File: src/rtl/nv_cmd_seq_detect.sv
module nv_cmd_seq_detect #(
  parameter int ADDR_W = 13,
  parameter logic [ADDR_W-1:0] KEY0       = 13'h0000,
  parameter logic [ADDR_W-1:0] KEY1       = 13'h1555,
  parameter logic [ADDR_W-1:0] KEY2       = 13'h0AAA,
  parameter logic [ADDR_W-1:0] KEY3       = 13'h1FFF,
  parameter logic [ADDR_W-1:0] KEY4       = 13'h10F0,
  parameter logic [ADDR_W-1:0] STORE_KEY  = 13'h0F0F,
  parameter logic [ADDR_W-1:0] RECALL_KEY = 13'h0F0E
) (
  input  logic              clk,
  input  logic              rst_n,
  input  logic [ADDR_W-1:0] addr,
  input  logic              ce_n,
  input  logic              we_n,
  input  logic              oe_n,
  input  logic              nv_busy,
  input  logic              nv_done,
  output logic              store_req,
  output logic              recall_req,
  output logic              lockout,
  output logic              dq_drive_en
);

  localparam int LEAD   = 5;
  localparam int STEP_W = $clog2(LEAD + 1);
  localparam logic [STEP_W-1:0] FINAL = STEP_W'(LEAD);

  logic              ce_q;
  logic              lock_q;
  logic [STEP_W-1:0] step_q;
  logic [STEP_W-1:0] step_d;
  logic [ADDR_W-1:0] want;

  always_comb begin
    unique case (step_q)
      STEP_W'(0): want = KEY0;
      STEP_W'(1): want = KEY1;
      STEP_W'(2): want = KEY2;
      STEP_W'(3): want = KEY3;
      default:    want = KEY4;
    endcase
  end

  wire rd_start = ce_q & ~ce_n & we_n & ~lock_q & ~nv_busy;
  wire wr_seen  = ~ce_n & ~we_n;
  wire at_final = (step_q == FINAL);
  wire hit      = ~at_final & (addr == want);
  wire fire_st  = rd_start & at_final & (addr == STORE_KEY);
  wire fire_rc  = rd_start & at_final & (addr == RECALL_KEY);

  always_comb begin
    step_d = step_q;
    if (lock_q || nv_busy || wr_seen)
      step_d = '0;
    else if (rd_start) begin
      if (hit)
        step_d = step_q + STEP_W'(1);
      else if (addr == KEY0)
        step_d = STEP_W'(1);
      else
        step_d = '0;
    end
  end

  always_ff @(posedge clk) begin
    if (!rst_n) begin
      ce_q       <= 1'b1;
      lock_q     <= 1'b0;
      step_q     <= '0;
      store_req  <= 1'b0;
      recall_req <= 1'b0;
    end else begin
      ce_q       <= ce_n;
      step_q     <= step_d;
      store_req  <= fire_st;
      recall_req <= fire_rc;
      if (nv_done)
        lock_q <= 1'b0;
      else if (fire_st || fire_rc)
        lock_q <= 1'b1;
    end
  end

  assign lockout     = lock_q;
  assign dq_drive_en = ~ce_n & we_n & ~oe_n & ~lock_q;

endmodule

File: config.mk
export PLATFORM = sky130hd
export DESIGN_NAME = nv_cmd_seq_detect
export DESIGN_NICKNAME = d
export VERILOG_FILES = /design/src/rtl/nv_cmd_seq_detect.sv
export SDC_FILE = /design/constraint.sdc
export NUM_CORES = 1
export LEC_CHECK = 0
export CORE_AREA = 4 4 41 43
export CTS_BUF_LIST = sky130_fd_sc_hd__clkbuf_8
export CTS_CLUSTER_SIZE = 28
export DETAILED_ROUTE_END_ITERATION = 12
export DIE_AREA = 0 0 45 47
export PLACE_DENSITY = 0.83
export SYNTH_ARGS = -nofsm -noshare
export SYNTH_HDL_FRONTEND = slang
export SYNTH_SLANG_ARGS = --single-unit
File: constraint.sdc
create_clock -name clk -period 1.9 [get_ports clk]
set_input_delay 0.38 -clock clk [delete_from_list [all_inputs] [get_ports clk]]
set_output_delay 0.38 -clock clk [all_outputs]
set_load 0.02 [all_outputs]
**After elaboration in Yosys (flattened, before gate mapping)**

Index checks and enable logic that the tools add are counted.

- Flip-flop bits (word level): 7
- Bits of input ports: 20
- Output and inout port bits: 4
- Word-level logic and storage cells: 42

- Add/subtract/negate cells: 1
- Equality and inequality tests: 7
- Mux-type cells: 3
- Bitwise operators: 19
- Reduce and logical (&&, ||, !) cells: 7

Operators with widths:

| operator | number |
|---|---|
| case mux 13 bit (4 select lines) | 1 |
| equality test 13 x 12 -> 1 bit, second input constant | 2 |
| equality test 13 bit | 1 |
| zero test 13 bit | 1 |
| AND 1 bit | 12 |
| inverter 1 bit | 7 |
| equality test 3 x 2 -> 1 bit, second input constant | 2 |
| OR reduction 2 bit | 2 |
| adder 3 x 1 -> 3 bit, second input constant | 1 |
| equality test 3 x 1 -> 1 bit, second input constant | 1 |
| equality test 3 bit, second input constant | 1 |
| zero test 3 bit | 1 |
| logical OR 1 bit | 3 |
| 2-to-1 mux 3 bit | 1 |
| 2-to-1 mux 1 bit | 1 |

**Logic depth before layout (Yosys ltp)**

- Word-level depth: 8
- Depth in mapped cells: 7

**Worst setup path after synthesis**

No wires, ideal clock.

- Path kind: input to register
- From: in addr[0]
- To: reg step_q[1]
- Setup time: 70 ps
- Arrival time: 1,682 ps
- Required time: 1,830 ps
- Path slack: 148 ps
- Cell stages on the path: 5
- Cells stage by stage: or4_4 o221ai_1 o21ai_1 a2111o_1 a21oi_1

- Word-level cells in the longest chain between the ends: 3

RTL lines:

| item | line | RTL |
|---|---|---|
| start: declaration | 13 | `input logic [ADDR_W-1:0] addr,` |
| equality test 13 bit | 48 | `wire hit = ~at_final & (addr == want);` |
| AND 1 bit | 48 |  |
| 2-to-1 mux 3 bit | 57 | `if (hit)` |
| end signal: assignment | 75 | `step_q <= step_d;` |
| end: declaration | 31 | `logic [STEP_W-1:0] step_q;` |

No other way between the ends.
A chain may end at the register's enable or synchronous reset.

**Worst setup path in the final report**

- From: in addr[10]
- To: reg step_q[1]

Same word-level chain as after synthesis.

==> metrics <==
largest net degree at the start of global routing=7; register area=142.6 sq um; Hold Startpoint=ce_n; Initial DRT Pass Iterations=4; top post-synthesis cells by area=dfxtp_1 28%, ha_1 13%, nand2_1 4.6%; clk root buf=clkbuf_8; die width=45 um; Synth warnings=0; fin crit period=1.837 ns; Core Rows=13; Boundary Pins=24; Max Cap Violations=0; Leak=0.3768 nW; number of synthesized flops with an enable pin=0; Clock Skew=0.003833 ns; syn_area_per_cell=8.102 sq um; slew margin rel.=77.15%; initial antenna violation count=0; Final setup viols=0; Slew @ Worst Pin=0.3402 ns; Synth cell types=30; TritonCTS clock tree=done; Synth top area share=28.35%; Die ar.=0.002115 sq mm; routed wire length=1530 um; met3 Track Usage GR=3.448%; required time worst endpoint=2.05 ns; dominant synthesized flop cell=dfxtp_1; Hold Violations, Final=0; startpoint types=primary input; Vias=609; Mapped Cells=61; crit share post-route=96.69%; Area growth syn-to-layout=86.84%; first-pass GRT wire length=2139 um; synth cell count leaders=7 x dfxtp_1, 6 x nand2_1, 5 x ha_1, 4 x nor2_1, 4 x nor3_1; post-route setup slack=0.06294 ns; top-count cell post-synth=dfxtp_1; height of the die=47 um; Cell Area, Synth=494.2 sq um; Non-Filler Instances=111; Placer Congestion=0.7256; synthesized net count=86; Starting Density=37.98%; # diodes=0; layout filler cell count=106; met2 Use GR=25.42%; Worst-path clk slew=0.04 ns; H-tree depth=1; PortBufs=23; Crit Path Class=primary input to flop; status=completed; clk sink count=7; area leader, netlist=dfxtp_1; worst slack, placed=-0.4157 ns; number of DRC markers in iteration 0=4; power per cell area=488.1 mW/mm^2; global route hottest layer=met2; Core ar.=0.001301 sq mm; CP Launch Point=addr[10]; Worst-Skew Late Latency=0.23 ns; tightest hold margin=0.4851 ns; Post-synth ARST share=0%; # nets final=122; Fmax=544.3 MHz; DP Cell Count=105; HPWL after DPL=1110 um; drc violations=0; clock tree buffer depth=2; Total GRT Usage=14.03%; CP max FO=3; worst reg2reg startpoint=step_q[1]; vias in the first global route=574; Worst Setup End Kind=flop; vias per cell=5.486; worst path arrival time=1.99 ns; GRT Residual Overflow=0; maximum vdd ir drop=335.3 uV; met1 global-route usage=13.30%; worst min path class=primary input to flop; Avg WL per Cell=13.78 um; flops & latches, synth=7; CTS Buf Count=3; Seq/Total Area, Yosys=28.35%; area occupied by multi-input gates=401.6 sq um; layout cells sized above 1=30.21%; Pins Over Slew Limit=0; DRT antenna net count=0
-- power by group --
group          total, mW  internal (mW)  switching [mW]
registers          0.153          0.150         0.00220
logic             0.0935         0.0565          0.0370
clock network      0.205          0.140          0.0649
total              0.451          0.347           0.104
-- sequential cells by signal (all words and copies together) (netlist names) --
signal and count:
ce_q 1, lockout 1, recall_req 1, step_q 3, store_req 1
-- critical path, cell delays in order --
cell           delay [ns]
dlygate4sd2_1        0.24
or4_4                0.51
o221ai_2             0.18
o21ai_2              0.09
a2111o_1             0.43
a21oi_1              0.15
-- placed cells by master (no fill, tap or decap), types with 3 or more instances in the layout --
master | netlist | routed
ha_1 | 5 | 5
dlymetal6s2s_1 | 0 | 4
clkdlybuf4s50_1 | 0 | 14
dfxtp_1 | 7 | 5
dlygate4sd2_1 | 0 | 3
inv_1 | 3 | 4
nand2_1 | 6 | 6
nor2_1 | 4 | 4
buf_4 | 0 | 9
clkbuf_8 | 0 | 3
-- per-stage QoR --
stage	TNS, ns	utilization [%]	power [mW]	area, sq um
detailed placement	-1.496	60.87	0.2401	792.0
finish	0	70.96	0.4507	923.4
CTS	0	65.58	0.4466	853.3
floorplan	0	-	0.1801	494.2
global placement	-1.392	60.87	0.2382	792.0
global route	-0.01314	70.96	0.4731	923.4
-- path summary, 6_finish.rpt --
kind                     to  slack, ns  depth (start not counted)
setup / recovery  step_q[1]       0.06                          6
hold / removal         ce_q       0.49                          3
setup reg to reg  step_q[1]       0.10                          7
hold reg to reg     lockout       0.56                          2
-- repair_timing --
item	in CTS	in global routing
hold buffers	0	0
buffers inserted	0	2
setup endpoints to repair	4	4
pin swaps	4	12
gates resized for setup	9	17
-- kinds of logic (layout without fill, tap and decap cells) --
kind of cell,Yosys count,after routing,share of synthesized area [%]
fa+ha+maj,5,5,12.66
compound gates,14,14,20.51
simple gates,31,31,35.45
flops,7,7,28.35
buf+inv,4,39,3.037
-- layout make-up --
class / instances / area share, %
multi-input cells: 50 / 43.50
repair buffers: 32 / 32.93
flip-flops and latches: 7 / 15.45
clock buffers: 3 / 4.472
well taps: 15 / 2.033
inverters: 3 / 1.220
clock inverters: 1 / 0.4065
-- metal layers --
metal | share of wire [%] | vias up | wire (um)
li1 | - | 304 | -
met2 | 54 | 18 | 824
met5 | 0 | - | 0
met1 | 41 | 284 | 631
met4 | 1.5 | 0 | 23
met3 | 3.3 | 3 | 50
(Power assumes the default switching activity.)
